### config.mk
export PLATFORM = sky130hd
export DESIGN_NAME = dram_lp_ctrl
export DESIGN_NICKNAME = d
export VERILOG_FILES = /design/src/rtl/dram_lp_pkg.sv /design/src/rtl/dram_lp_fsm.sv /design/src/rtl/dram_lp_exit_timer.sv /design/src/rtl/dram_lp_ctrl.sv
export SDC_FILE = /design/constraint.sdc
export NUM_CORES = 1
export LEC_CHECK = 0
export CORE_UTILIZATION = 50
export CTS_CLUSTER_DIAMETER = 40
export DETAILED_ROUTE_END_ITERATION = 8
export PLACE_DENSITY = 0.85
export SLEW_MARGIN = 5
export SYNTH_ARGS = -nofsm -noshare
export SYNTH_HDL_FRONTEND = slang
export SYNTH_SLANG_ARGS = --single-unit
export TNS_END_PERCENT = 1
### constraint.sdc
create_clock -name clk -period 3.7 [get_ports clk]
set_clock_uncertainty 0.2 [all_clocks]
set_input_delay 0.74 -clock clk [delete_from_list [all_inputs] [get_ports clk]]
set_output_delay 0.74 -clock clk [all_outputs]
set_load 0.005 [all_outputs]
### src/rtl/dram_lp_pkg.sv
package dram_lp_pkg;

  typedef enum logic [2:0] {
    LP_ACTIVE    = 3'd0,
    LP_PD_ENTRY  = 3'd1,
    LP_PD        = 3'd2,
    LP_SR_ENTRY  = 3'd3,
    LP_SR        = 3'd4,
    LP_EXIT_WAIT = 3'd5
  } lp_state_e;

  // timer slots
  localparam int TMR_OTHER = 0;
  localparam int TMR_READ  = 1;
  localparam int NUM_TMR   = 2;

endpackage

### src/rtl/dram_lp_fsm.sv
module dram_lp_fsm
  import dram_lp_pkg::*;
#(
  parameter int NUM_T = NUM_TMR
) (
  input  logic             clk,
  input  logic             rst_n,
  input  logic             sr_req,
  input  logic             pd_req,
  input  logic             exit_req,
  input  logic             cmd_idle,
  input  logic [NUM_T-1:0] tmr_done,
  output lp_state_e        state,
  output logic             accept_enter,
  output logic             load_exit
);

  lp_state_e state_nxt;
  logic      all_done;

  assign all_done = &tmr_done;

  always_comb begin
    state_nxt    = state;
    accept_enter = 1'b0;
    load_exit    = 1'b0;
    unique case (state)
      LP_ACTIVE: begin
        if (cmd_idle && sr_req) begin
          state_nxt    = LP_SR_ENTRY;
          accept_enter = 1'b1;
        end else if (cmd_idle && pd_req) begin
          state_nxt    = LP_PD_ENTRY;
          accept_enter = 1'b1;
        end
      end
      LP_SR_ENTRY: state_nxt = LP_SR;
      LP_PD_ENTRY: state_nxt = LP_PD;
      LP_SR, LP_PD: begin
        if (exit_req) begin
          state_nxt = LP_EXIT_WAIT;
          load_exit = 1'b1;
        end
      end
      LP_EXIT_WAIT: begin
        if (all_done) state_nxt = LP_ACTIVE;
      end
      default: state_nxt = LP_ACTIVE;
    endcase
  end

  always_ff @(posedge clk or negedge rst_n) begin
    if (!rst_n) state <= LP_ACTIVE;
    else        state <= state_nxt;
  end

endmodule

### src/rtl/dram_lp_exit_timer.sv
module dram_lp_exit_timer #(
  parameter int DLY_W = 8
) (
  input  logic             clk,
  input  logic             rst_n,
  input  logic             load,
  input  logic [DLY_W-1:0] load_val,
  input  logic             counting,
  input  logic             hold_ready,
  output logic             done,
  output logic             rdy
);

  logic [DLY_W-1:0] cnt;
  logic [DLY_W-1:0] cnt_nxt;
  logic             cnt_en;
  logic             rdy_nxt;

  assign done    = (cnt == '0);
  assign cnt_en  = load | (counting & ~done);
  assign cnt_nxt = load ? load_val : (cnt - 1'b1);
  assign rdy_nxt = hold_ready | (counting & done);

  always_ff @(posedge clk or negedge rst_n) begin
    if (!rst_n)      cnt <= '0;
    else if (cnt_en) cnt <= cnt_nxt;
  end

  always_ff @(posedge clk or negedge rst_n) begin
    if (!rst_n) rdy <= 1'b1;
    else        rdy <= rdy_nxt;
  end

endmodule

### src/rtl/dram_lp_ctrl.sv
module dram_lp_ctrl
  import dram_lp_pkg::*;
#(
  parameter int DLY_W = 8
) (
  input  logic             clk,
  input  logic             rst_n,
  input  logic             sr_req,
  input  logic             pd_req,
  input  logic             exit_req,
  input  logic             cmd_idle,
  input  logic             cfg_slow_exit,
  input  logic [DLY_W-1:0] t_sr_other,
  input  logic [DLY_W-1:0] t_sr_read,
  input  logic [DLY_W-1:0] t_pd_any,
  input  logic [DLY_W-1:0] t_pd_rd_fast,
  input  logic [DLY_W-1:0] t_pd_rd_slow,
  output logic             cke,
  output logic             sr_cmd,
  output logic             rdy_rd,
  output logic             rdy_other
);

  lp_state_e          state;
  logic               accept_enter;
  logic               load_exit;
  logic               from_sr;
  logic               counting;
  logic               hold_ready;
  logic [NUM_TMR-1:0] tmr_done;
  logic [NUM_TMR-1:0] tmr_rdy;
  logic [DLY_W-1:0]   tmr_load [NUM_TMR];
  logic [DLY_W-1:0]   pd_rd_dly;

  dram_lp_fsm #(.NUM_T(NUM_TMR)) u_fsm (
    .clk          (clk),
    .rst_n        (rst_n),
    .sr_req       (sr_req),
    .pd_req       (pd_req),
    .exit_req     (exit_req),
    .cmd_idle     (cmd_idle),
    .tmr_done     (tmr_done),
    .state        (state),
    .accept_enter (accept_enter),
    .load_exit    (load_exit)
  );

  // delay selection by exit kind
  assign from_sr   = (state == LP_SR);
  assign pd_rd_dly = cfg_slow_exit ? t_pd_rd_slow : t_pd_rd_fast;
  assign tmr_load[TMR_OTHER] = from_sr ? t_sr_other : t_pd_any;
  assign tmr_load[TMR_READ]  = from_sr ? t_sr_read  : pd_rd_dly;

  assign counting   = (state == LP_EXIT_WAIT);
  assign hold_ready = (state == LP_ACTIVE) & ~accept_enter;

  for (genvar g = 0; g < NUM_TMR; g++) begin : g_tmr
    dram_lp_exit_timer #(.DLY_W(DLY_W)) u_tmr (
      .clk        (clk),
      .rst_n      (rst_n),
      .load       (load_exit),
      .load_val   (tmr_load[g]),
      .counting   (counting),
      .hold_ready (hold_ready),
      .done       (tmr_done[g]),
      .rdy        (tmr_rdy[g])
    );
  end

  assign cke       = (state == LP_ACTIVE) | (state == LP_SR_ENTRY) |
                     (state == LP_EXIT_WAIT);
  assign sr_cmd    = (state == LP_SR_ENTRY);
  assign rdy_rd    = tmr_rdy[TMR_READ];
  assign rdy_other = tmr_rdy[TMR_OTHER];

endmodule

Word level (Yosys, flattened, before mapping)
Cells that the tools add are included.

word-level totals
  register bits after elaboration = 21
  bits of input ports = 47
  output and inout bits = 4
  logic and storage cells = 52

operators by class
  add/subtract/negate cells = 2
  equal/unequal tests = 8
  muxes and demuxes = 15
  bitwise operators = 14
  reduce and logical (&&, ||, !) cells = 8

operator list
  kind                                                                 number
  8-bit two-way mux                                                    5
  8-bit zero test                                                      2
  8-bit by 1-bit subtractor with 8-bit output (second input constant)  2
  3-bit one-hot mux with 5 select lines                                1
  3-bit two-way mux                                                    4
  3-bit by 2-bit == test with 1-bit output (second input constant)     2
  3-bit == test (second input constant)                                2
  1-bit OR                                                             6
  1-bit AND                                                            5
  1-bit two-way mux                                                    5
  2-bit != test (second input constant)                                2
  3-bit by 1-bit == test with 1-bit output (second input constant)     1
  3-bit zero test                                                      1
  3-bit by 1-bit != test with 1-bit output (second input constant)     1
  1-bit NOT                                                            3
  3-bit AND reduction                                                  1
  1-bit logical AND                                                    2
  2-bit AND reduction                                                  1
  2-bit OR reduction                                                   1

Longest topological paths before layout
Gate-level depths: netlist of the first run.

  word-level depth = 7
  mapped depth = 7

Modules after synthesis
A second synthesis of the first run with hierarchy kept.

second synthesis, totals
  cells, all modules = 178
  area total of the unflattened synthesis = 1694.1 µm²

by module, submodules not included
  module              instances  cells each  area an instance (µm²)
  dram_lp_exit_timer  2          63          583.1
  dram_lp_ctrl        1          33          347.8
  dram_lp_fsm         1          19          180.2

Least setup slack after synthesis of the first run
Ideal clock, no wire load.

  kind = input to register
  from = input port cfg_slow_exit
  to = register g_tmr[1].u_tmr.cnt[3]
  arrival = 1.614 ns
  required time = 3.360 ns
  slack = 1.746 ns
  cell stages on the path = 5
  cells stage by stage = clkbuf_1 -> mux2i_1 -> nor2_1 -> a211oi_1 -> a311oi_1

between the ends
  word-level cells in the longest chain between the ends = 3

RTL lines
  element                 line                      source
  start: declaration      dram_lp_ctrl.sv:12        input logic cfg_slow_exit,
  8-bit two-way mux       dram_lp_ctrl.sv:50        assign pd_rd_dly = cfg_slow_exit ? t_pd_rd_slow : t_pd_rd_fast;
  8-bit two-way mux       dram_lp_ctrl.sv:52        assign tmr_load[TMR_READ] = from_sr ? t_sr_read : pd_rd_dly;
  8-bit two-way mux       dram_lp_exit_timer.sv:21  assign cnt_nxt = load ? load_val : (cnt - 1'b1);
  end signal: assignment  dram_lp_exit_timer.sv:26  else if (cnt_en) cnt <= cnt_nxt;
  end: declaration        dram_lp_exit_timer.sv:14  logic [DLY_W-1:0] cnt;

No other way between the ends.
A chain may end at the register's enable or synchronous reset.

Worst setup path after layout of the first run
  from = register u_fsm.state[0]
  to = output port cke

between the ends
  word-level cells in the longest chain between the ends = 3
  elaborated cells on any way between the ends = 5
  those cells by class = eq/ne: 2; bitwise: 2; reduce/logical: 1

RTL lines
  element                                                                      line                source
  start: declaration                                                           dram_lp_fsm.sv:13   output lp_state_e state,
  start signal: assignment                                                     dram_lp_fsm.sv:54   else state <= state_nxt;
  3-bit by 2-bit == test with 1-bit output or 3-bit zero test (tied branches)  dram_lp_ctrl.sv:70  assign cke = (state == LP_ACTIVE) | (state == LP_SR_ENTRY) |
  1-bit OR                                                                     dram_lp_ctrl.sv:70
  1-bit OR (*)                                                                 dram_lp_ctrl.sv:70
  end: declaration                                                             dram_lp_ctrl.sv:18  output logic cke,

Mark *: on every way between the ends. The rest lies on a longest branch, timed or not.

==> flow_metrics.tcl, run 1 <==
set metrics [dict create \
    timing.critical_path.to_type "output pin" \
    global_route.overflow_total 0 \
    layout_min_cycle_time_ns 2.972 \
    ctsResizeCount 0 \
    clock_sink_count 21 \
    hold_path_class "register to register" \
    core_sq_um 3053 \
    preCtsSetupSlack_ns 1.049 \
    ys_seq_elements 21 \
    timing.final.max_slew_violations 0 \
    final_cell_area_sq_um 2116 \
    async_flop_share 1.000 \
    status "finished clean" \
    synthesis.instances 180 \
    grt_pass1_vias 1517 \
    cts_post_setup_buffers_inserted 0 \
    maximum_number_of_pins_on_one_net_before_global_route_repair 22 \
    delay_of_the_slowest_cell_on_the_worst_path_ns 0.60 \
    dr.first_iter.drc_count 56 \
    setup_slack_ns 0.7283 \
    synth.lib_cells_used.distinct 52 \
    detailedRoute.firstPassIterationCount 4 \
    place.detailed.hpwl_microns 2793 \
    dieHeight_microns 58.58 \
    yosysWarningCount 0 \
    proportion_of_layout_cells_with_a_drive_suffix_above_1 0.08072 \
    seq_total_area_yosys 0.3299 \
    rsz_0062_raised_after_global_routing "false" \
    detail-route-antenna-nets 0 \
    htree_num_levels 1 \
    cts-root-buf "sky130_fd_sc_hd__clkbuf_4" \
    clk_pin_slew_worst_paths_ns 0.13 \
    p_total_mw 1.320 \
    netlist.area_leader.share 0.2971 \
    number_of_flops_mapped_to_enable_cells_by_yosys 0 \
    route.detailed.drc 0 \
    tns_ns 0 \
    final_net_count 275 \
    cell_type_with_the_highest_aggregate_area_in_the_netlist "sky130_fd_sc_hd__dfrtp_1" \
    critical_path_arrival_ns 2.03 \
    routabilityCongestion 0.8066 \
    antenna_cells_inserted 0 \
    detailroute.via_count 1533 \
    tightestPinTransition_ns 0.9753 \
    cells_taking_the_most_area_after_synthesis "sky130_fd_sc_hd__dfrtp_1, sky130_fd_sc_hd__mux2i_1, sky130_fd_sc_hd__o211ai_1" \
    numCtsBuffers 3 \
    track_usage 0.2392 \
    setup_viol 0 \
    design.portCount 51 \
    slowest_stage_cell_cp "sky130_fd_sc_hd__dfrtp_1" \
    fillCellCount 241 \
    wl_per_cell_microns 13.82 \
    mean_cell_area_of_the_mapped_netlist_sq_um 8.890 \
    critPathLaunchType "register" \
    post_synth_instance_area_sq_um 1600 \
    detailed_place.area_sq_um 2088 \
    yosys_most_used_dff "sky130_fd_sc_hd__dfrtp_1" \
    initial_standard_cell_utilization_of_the_core 0.5242 \
    tritoncts "done" \
    static_power_due_to_leakage_nw 0.8212 \
    critPathRequiredTime_ns 2.76 \
    hold_viol 0 \
    synth_nets 231 \
    power.density_nw_per_um2 623.6 \
    number_of_antenna_violations_at_the_first_check_in_global_routing 0 \
    num_rows 20 \
    fp.dieArea_sq_um 3431 \
    layout_stage_area_growth_over_the_synthesis_result_pct 32.21 \
    fmax_ghz 0.3365 \
    grt_first_pass_wirelength_microns 6354 \
    vdd_drop_max_uv 218.6 \
    clock_latency_ns 0.30 \
    postCtsHoldBufs 0 \
    critPathKind "register to output pin" \
    die_width_microns 58.58 \
    port_buffers 50 \
    finalCritPeriodShare 0.8032 \
    avgViaCountPerCell 5.742 \
    cp_max_fo 10 \
    finalWirelength_microns 3689 \
    cp_cell_instances "inv_1, nor3b_1, o21bai_1, clkdlybuf4s50_1" \
    max-clock-path-buffers 2 \
    timing.max_cap.violations 0 \
    final.hold.worst_slack_ns 0.3539 \
    relSlewSlack 0.3477 \
]
-- layer usage --
metal / vias up / track usage / wire length [microns]
li1: 766 / - / -
met5: - / 0 / 0
met2: 61 / 0.4269 / 1782
met3: 6 / 0.03956 / 226
met1: 700 / 0.2923 / 1624
met4: 0 / 0.08163 / 56
-- synthesized netlist by cell type (4+ instances only) --
library cell	instances
sky130_fd_sc_hd__o31ai_1	4
sky130_fd_sc_hd__o21ai_0	7
sky130_fd_sc_hd__or4_1	4
sky130_fd_sc_hd__nand3_1	9
sky130_fd_sc_hd__nand2_1	19
sky130_fd_sc_hd__ha_1	4
sky130_fd_sc_hd__clkbuf_1	4
sky130_fd_sc_hd__o211ai_1	10
sky130_fd_sc_hd__inv_1	7
sky130_fd_sc_hd__and3_1	4
sky130_fd_sc_hd__mux2i_1	10
sky130_fd_sc_hd__nor2_1	13
sky130_fd_sc_hd__a21oi_1	4
sky130_fd_sc_hd__dfrtp_1	19
sky130_fd_sc_hd__nor3_1	8
sky130_fd_sc_hd__a211oi_1	6
-- sequential cells by signal, indices dropped and copies added, names as in the netlist --
name,cells
g_tmr.u_tmr.cnt,16
g_tmr.u_tmr.rdy,2
u_fsm.state,3
-- critical path: cells and delay by family (launching register included) --
family,cells,cell delay [ns]
buffers and inverters,2,0.68
flip-flops,1,0.60
AND/OR/NAND/NOR,1,0.29
AO/OA/AOI/OAI,1,0.16
-- path summary, 6_finish.rpt --
check	from	to	slack, ns	depth (start not counted)
max	u_fsm.state[0]	cke	0.73	4
min reg2reg	g_tmr[0].u_tmr.cnt[1]	g_tmr[0].u_tmr.cnt[1]	0.35	1
min	g_tmr[0].u_tmr.cnt[1]	g_tmr[0].u_tmr.cnt[1]	0.35	1
max in group asynchronous	rst_n	g_tmr[1].u_tmr.cnt[4]	1.95	1
min in group asynchronous	rst_n	g_tmr[1].u_tmr.cnt[7]	0.76	1
max reg2reg	u_fsm.state[1]	g_tmr[0].u_tmr.cnt[2]	1.45	4
-- logic make-up after synthesis --
logic type	Yosys count	synth area share
AND/OR/NAND/NOR	75	0.2760
flip-flops	21	0.3299
buffers and inverters	18	0.05863
XOR/XNOR	2	0.01095
adder cells (fa/ha/maj)	4	0.03128
multiplexers	11	0.06959
AO/OA/AOI/OAI	49	0.2236
-- report_power, final --
group	internal [mW]	total, mW	switching, mW	leakage [nW]
combinational	0.336	0.686	0.350	0.560
clock	0.0403	0.114	0.0737	0.0177
sequential	0.348	0.520	0.172	0.243
-- cells in the final DEF (no fill, tap or decap), drive strengths merged, types with 2 or more instances in the layout --
cell and count:
nand2 19, nor3 8, dfstp 2, nor4 3, o31ai 4, o31a 2, o311ai 2, o21ai 10
nor2 13, a211oi 6, ha 4, dfrtp 19, or4 4, or3 3, a21oi 5, or2 2
clkbuf 3, clkdlybuf4s50 50, nor3b 4, nand3 9, mux2i 10, xor2 2, and3 4, o211ai 11
inv 7, a31oi 2
-- per-stage QoR --
| stage | instances | utilization |
|---|---|---|
| finish | 267 | 0.6930 |
| global route | 267 | 0.6930 |
| CTS | 267 | 0.6930 |
| detailed placement | 263 | 0.6840 |
| global placement | 263 | 0.6840 |
| floorplan | 180 | - |
-- cell type report --
type,count,area [sq um],share of cell area
Inverter,7,26.28,0.01242
Timing Repair Buffer,50,500.5,0.2365
Clock inverter,1,5.005,0.002365
Sequential cell,21,528.0,0.2496
Clock buffer,3,22.52,0.01064
Multi-Input combinational cell,141,978.4,0.4624
Tap cell,44,55.05,0.02602
Note: power is estimated with default switching activity, not from simulation.
==> run 2: changes to the inputs <==
- CORE_UTILIZATION: 50 -> 42
- PLACE_DENSITY: 0.85 -> 0.77
- clock period: 3.7 -> 2.5 ns (I/O delays scaled with it)
==> run 2 against run 1 <==
Effect of this change: core utilization is 9.2 points lower; worst setup slack worse by 0.60 ns; combinational power is 63% higher; first-iteration DRC count is 70% higher; clock-buffer cell count did not move; critical path depth stayed put; sequential power increased by 43%; sequential share of layout area shrank 0.86 points; sequential cell count is the same; register-to-register slack lost 1.1 ns; clock power grew 100%; critical path type unchanged.
==> flow_metrics.tcl, run 2 (synthesis gave the netlist of run 1 again) <==
set metrics [dict create \
    status "finished clean" \
    fmax_ghz 0.4218 \
    rsz_0062_raised_after_global_routing "false" \
    number_of_antenna_violations_at_the_first_check_in_global_routing 0 \
    detailroute.via_count 1541 \
    tightestPinTransition_ns 0.5946 \
    finalCritPeriodShare 0.9483 \
    finalWirelength_microns 3883 \
    htree_num_levels 1 \
    tritoncts "done" \
    timing.critical_path.to_type "output pin" \
    cp_cell_instances "inv_1, nor3b_1, o21bai_1, clkdlybuf4s50_1" \
    cp_max_fo 6 \
    dieHeight_microns 63.73 \
    layout_stage_area_growth_over_the_synthesis_result_pct 37.61 \
    biggestRegsByFlops "g_tmr.u_tmr.cnt: 16 flops, u_fsm.state: 3 flops, g_tmr.u_tmr.rdy: 2 flops" \
    timing.final.max_slew_violations 0 \
    met3WireLength_microns 229 \
    drt-met1-wl_microns 1832 \
    numCtsBuffers 3 \
    detailed_place.area_sq_um 2153 \
    critPathRequiredTime_ns 1.80 \
    tns_ns 0 \
    track_usage 0.2105 \
    design.portCount 51 \
    hold_path_class "register to register" \
    place.detailed.hpwl_microns 2894 \
    antenna_cells_inserted 0 \
    delay_of_the_slowest_cell_on_the_worst_path_ns 0.51 \
    vdd_drop_max_uv 313.6 \
    cp_num_buf_inv 2 \
    postCtsHoldBufs 0 \
    static_power_due_to_leakage_nw 0.8655 \
    largest_reg_flops 16 \
    core_sq_um 3661 \
    highest_layer "met4" \
    cts-root-buf "sky130_fd_sc_hd__clkbuf_8" \
    dr.first_iter.drc_count 95 \
    clk_pin_slew_worst_paths_ns 0.08 \
    setup_viol 0 \
    hold_viol 0 \
    grt_pass1_vias 1465 \
    registers.top_by_ff_count "g_tmr.u_tmr.cnt" \
    global_route.overflow_total 0 \
    slowest_stage_cell_cp "sky130_fd_sc_hd__clkdlybuf4s50_1" \
    met2_length_microns 1760 \
    critical_path_arrival_ns 1.67 \
    initial_standard_cell_utilization_of_the_core 0.4371 \
    multi_input_area_sq_um 978.4 \
    timing.max_cap.violations 0 \
    layout_min_cycle_time_ns 2.371 \
    proportion_of_layout_cells_with_a_drive_suffix_above_1 0.1212 \
    clock_sink_count 21 \
    grt_first_pass_wirelength_microns 6596 \
    detailedRoute.firstPassIterationCount 4 \
    final_net_count 283 \
    die_width_microns 63.73 \
    final_cell_area_sq_um 2202 \
    worst_path_dominant_cell_family "buffers and inverters" \
    relSlewSlack 0.6027 \
    mostFrequentLayoutCell "sky130_fd_sc_hd__clkdlybuf4s50_1" \
    critPathLaunchType "register" \
    layout.cells.most_common_list "sky130_fd_sc_hd__clkdlybuf4s50_1, sky130_fd_sc_hd__nand2_1, sky130_fd_sc_hd__dfrtp_1" \
    route.detailed.drc 0 \
    fillCellCount 336 \
    area_used_by_sequential_logic_in_the_layout_sq_um 530.5 \
    num_rows 22 \
    fp.dieArea_sq_um 4061 \
    clock_latency_ns 0.27 \
    detail-route-antenna-nets 0 \
    power.density_nw_per_um2 952.2 \
    critPathKind "register to output pin" \
    max-clock-path-buffers 2 \
    routabilityCongestion 0.8190 \
    port_buffers 50 \
    avgViaCountPerCell 5.523 \
    final.hold.worst_slack_ns 0.3592 \
    maximum_number_of_pins_on_one_net_before_global_route_repair 22 \
    wl_per_cell_microns 13.92 \
]
==> run 2: changes by cell type in the layout (fill, tap and decap cells not counted), sizes merged <==
| cell | delta |
|---|---|
| buf | +8 |
==> run 2: power breakdown <==
part | total [mW] | switching, mW | internal, mW
Clock | 0.231 | 0.120 | 0.111
Sequential | 0.742 | 0.221 | 0.520
Combinational | 1.12 | 0.569 | 0.555
==> run 2: per-layer routing <==
metal / track usage / vias to the layer above
met5: 0 / -
met4: 0.1108 / 0
met3: 0.03804 / 5
met1: 0.2823 / 696
li1: - / 772
met2: 0.3191 / 68
==> run 2: cell type report <==
| type | instances | share of cell area |
|---|---|---|
| repair buffers | 58 | 0.2545 |
| clock buffers | 3 | 0.01875 |
| clock inverters | 1 | 0.002273 |
| multi-input cells | 141 | 0.4443 |
| well taps | 48 | 0.02727 |
| inverters | 7 | 0.01193 |
| flip-flops and latches | 21 | 0.2409 |
==> run 2: metrics by stage <==
| step | util | std cells | setup WS (ns) | total power [mW] |
|---|---|---|---|---|
| 2_1_floorplan | - | 180 | 0.5633 | 1.513 |
| 3_3_place_gp | 0.5882 | 275 | 0.2597 | 1.828 |
| 3_5_place_dp | 0.5882 | 275 | 0.2137 | 1.862 |
| 4_1_cts | 0.6008 | 279 | 0.05644 | 2.102 |
| 5_1_grt | 0.6015 | 279 | 0.006302 | 2.286 |
| 6_report | 0.6015 | 279 | 0.1293 | 2.097 |
==> run 2: path summary, 6_finish.rpt <==
kind	from	endpoint	slack, ns	cells after the start
setup / recovery	u_fsm.state[0]	cke	0.13	4
max in group asynchronous	rst_n	g_tmr[1].u_tmr.rdy	1.46	2
setup reg to reg	g_tmr[1].u_tmr.cnt[0]	g_tmr[1].u_tmr.cnt[7]	0.39	6
hold reg to reg	g_tmr[0].u_tmr.cnt[0]	g_tmr[0].u_tmr.cnt[0]	0.36	1
hold / removal	g_tmr[0].u_tmr.cnt[0]	g_tmr[0].u_tmr.cnt[0]	0.36	1
min in group asynchronous	rst_n	g_tmr[0].u_tmr.cnt[1]	0.37	2
==> run 2: timing repair <==
action | CTS | global route
gates resized for setup | 0 | 2
buffers inserted | 0 | 0
endpoints found under the setup margin | 0 | 1
endpoints found under the hold margin | 0 | 0
==> run 3: changes to the inputs <==
--- a/config.mk
+++ b/config.mk
@@ -7,7 +7,6 @@
 export LEC_CHECK = 0
-export CORE_UTILIZATION = 42
+export CORE_UTILIZATION = 39
 export CTS_CLUSTER_DIAMETER = 40
 export DETAILED_ROUTE_END_ITERATION = 8
-export PLACE_DENSITY = 0.77
-export SLEW_MARGIN = 5
+export PLACE_DENSITY = 0.72
 export SYNTH_ARGS = -nofsm -noshare
--- a/constraint.sdc
+++ b/constraint.sdc
@@ -4,2 +4,2 @@
 set_output_delay 0.5 -clock clk [all_outputs]
-set_load 0.005 [all_outputs]
+set_load 0.05 [all_outputs]
==> run 3 against run 2 <==
Effect of this change: fmax about the same; first-iteration DRC count down 43%; worst setup slack barely moved; highest routed layer unchanged.
==> flow_metrics.tcl, run 3 (synthesis gave the netlist of run 1 again) <==
set metrics [dict create \
    cts_post_setup_buffers_inserted 0 \
    ctsResizeCount 0 \
    num_rows 22 \
    setup_slack_ns 0.1290 \
    rsz_0062_raised_after_global_routing "false" \
    setup_viol 0 \
    proportion_of_layout_cells_with_a_drive_suffix_above_1 0.1174 \
    antenna_cells_inserted 0 \
    ff2ff_setup_slack_ns 0.36 \
    clock_latency_ns 0.26 \
    critPathKind "register to output pin" \
    vdd_drop_max_uv 405.6 \
    fp.dieArea_sq_um 4363 \
    tritoncts "done" \
    avgViaCountPerCell 5.597 \
    timing.max_cap.violations 0 \
    tns_ns 0 \
    detailed_place.area_sq_um 2177 \
    static_power_due_to_leakage_nw 0.8752 \
    dieHeight_microns 66.06 \
    maximum_number_of_pins_on_one_net_before_global_route_repair 22 \
    power.density_nw_per_um2 1019 \
    design.portCount 51 \
    core_sq_um 3799 \
    grt_first_pass_wirelength_microns 6486 \
    grt_pass1_vias 1391 \
    routabilityCongestion 0.8415 \
    number_of_antenna_violations_at_the_first_check_in_global_routing 0 \
    registers.top_by_ff_count "g_tmr.u_tmr.cnt" \
    worst_r2r_path_depth 6 \
    clock_sink_count 21 \
    layout.cells.most_common_list "sky130_fd_sc_hd__clkdlybuf4s50_1, sky130_fd_sc_hd__nand2_1, sky130_fd_sc_hd__dfrtp_1" \
    detailroute.via_count 1556 \
    detailedRoute.firstPassIterationCount 4 \
    clk_pin_slew_worst_paths_ns 0.08 \
    largest_reg_flops 16 \
    numCtsBuffers 3 \
    fmax_ghz 0.4218 \
    fin_util 0.5850 \
    dr.first_iter.drc_count 54 \
    cp_max_fo 10 \
    global_route.overflow_total 0 \
    place.detailed.hpwl_microns 2863 \
    biggestRegsByFlops "g_tmr.u_tmr.cnt: 16 flops, u_fsm.state: 3 flops, g_tmr.u_tmr.rdy: 2 flops" \
    reg2reg_to "g_tmr[1].u_tmr.cnt[7]" \
    finalCritPeriodShare 0.9484 \
    r2r-start "g_tmr[1].u_tmr.cnt[0]" \
    critical_path_arrival_ns 1.67 \
    hold_path_class "register to register" \
    final_net_count 282 \
    preCtsSetupSlack_ns 0.2571 \
    postCtsHoldBufs 0 \
    post_layout_nonfiller_instances 278 \
    p_total_mw 2.264 \
    initial_standard_cell_utilization_of_the_core 0.4213 \
    finalWirelength_microns 3781 \
    max-clock-path-buffers 2 \
    htree_num_levels 1 \
    die_width_microns 66.06 \
    final.hold.worst_slack_ns 0.3403 \
    final_cell_area_sq_um 2222 \
    critPathRequiredTime_ns 1.80 \
    tightestPinTransition_ns 0.5851 \
    timing.final.max_slew_violations 0 \
    critPathCapture "cke" \
    timing.critical_path.from "u_fsm.state[0]" \
    track_usage 0.1928 \
    layout_min_cycle_time_ns 2.371 \
    cts-root-buf "sky130_fd_sc_hd__clkbuf_8" \
    mostFrequentLayoutCell "sky130_fd_sc_hd__clkdlybuf4s50_1" \
    port_buffers 50 \
    detail-route-antenna-nets 0 \
    relSlewSlack 0.6091 \
    status "finished clean" \
    critPathLaunchType "register" \
    timing.critical_path.to_type "output pin" \
    dp_cells 274 \
    route.detailed.drc 0 \
    layout_stage_area_growth_over_the_synthesis_result_pct 38.86 \
    wl_per_cell_microns 13.60 \
    hold_viol 0 \
]
[run 3: cell count changes in the layout (fill, tap and decap cells not counted), sizes merged]
cell | previous run | this run
clkbuf | 3 | 4
clkinv | 1 | 0
buf | 8 | 9
clkdlybuf4s50 | 50 | 48
[run 3: area by class of cell]
cell class,instances,area (sq um)
sequential,21,528.0
inverter,7,26.28
multi-input combinational,141,989.7
clock buffer,4,45.04
timing repair buffer,57,573.1
fill,356,1577
tap,48,60.06
[run 3: metal layers]
metal  track usage  up-vias  share of wire
li1              -      779              -
met1        0.2796      731           0.49
met2        0.2972       44           0.46
met3       0.02241        2          0.043
met4       0.05851        0         0.0053
met5             0        -              0
[run 3: worst min path at each step]
| stage | from | to | slack [ns] | cells after the start |
|---|---|---|---|---|
| floorplan | rst_n | g_tmr[0].u_tmr.cnt[0] | 0.004 | 0 |
| global placement | g_tmr[0].u_tmr.cnt[1] | g_tmr[0].u_tmr.cnt[1] | 0.31 | 1 |
| detailed placement | g_tmr[0].u_tmr.cnt[1] | g_tmr[0].u_tmr.cnt[1] | 0.33 | 1 |
| CTS | g_tmr[0].u_tmr.cnt[0] | g_tmr[0].u_tmr.cnt[0] | 0.34 | 1 |
| global route | g_tmr[0].u_tmr.cnt[1] | g_tmr[0].u_tmr.cnt[1] | 0.38 | 1 |
| finish | g_tmr[0].u_tmr.cnt[1] | g_tmr[0].u_tmr.cnt[1] | 0.34 | 1 |
[run 3: worst max-delay path: stages (launching register included)]
cell,delay (ns)
sky130_fd_sc_hd__dfrtp_1,0.59
sky130_fd_sc_hd__inv_1,0.19
sky130_fd_sc_hd__nor3b_4,0.26
sky130_fd_sc_hd__o21bai_1,0.20
sky130_fd_sc_hd__buf_12,0.17
[run 3: report_power, final]
group          switching [mW]  internal, mW
Sequential              0.247         0.516
Combinational           0.678         0.597
Clock                   0.112         0.113
Total                    1.04          1.23
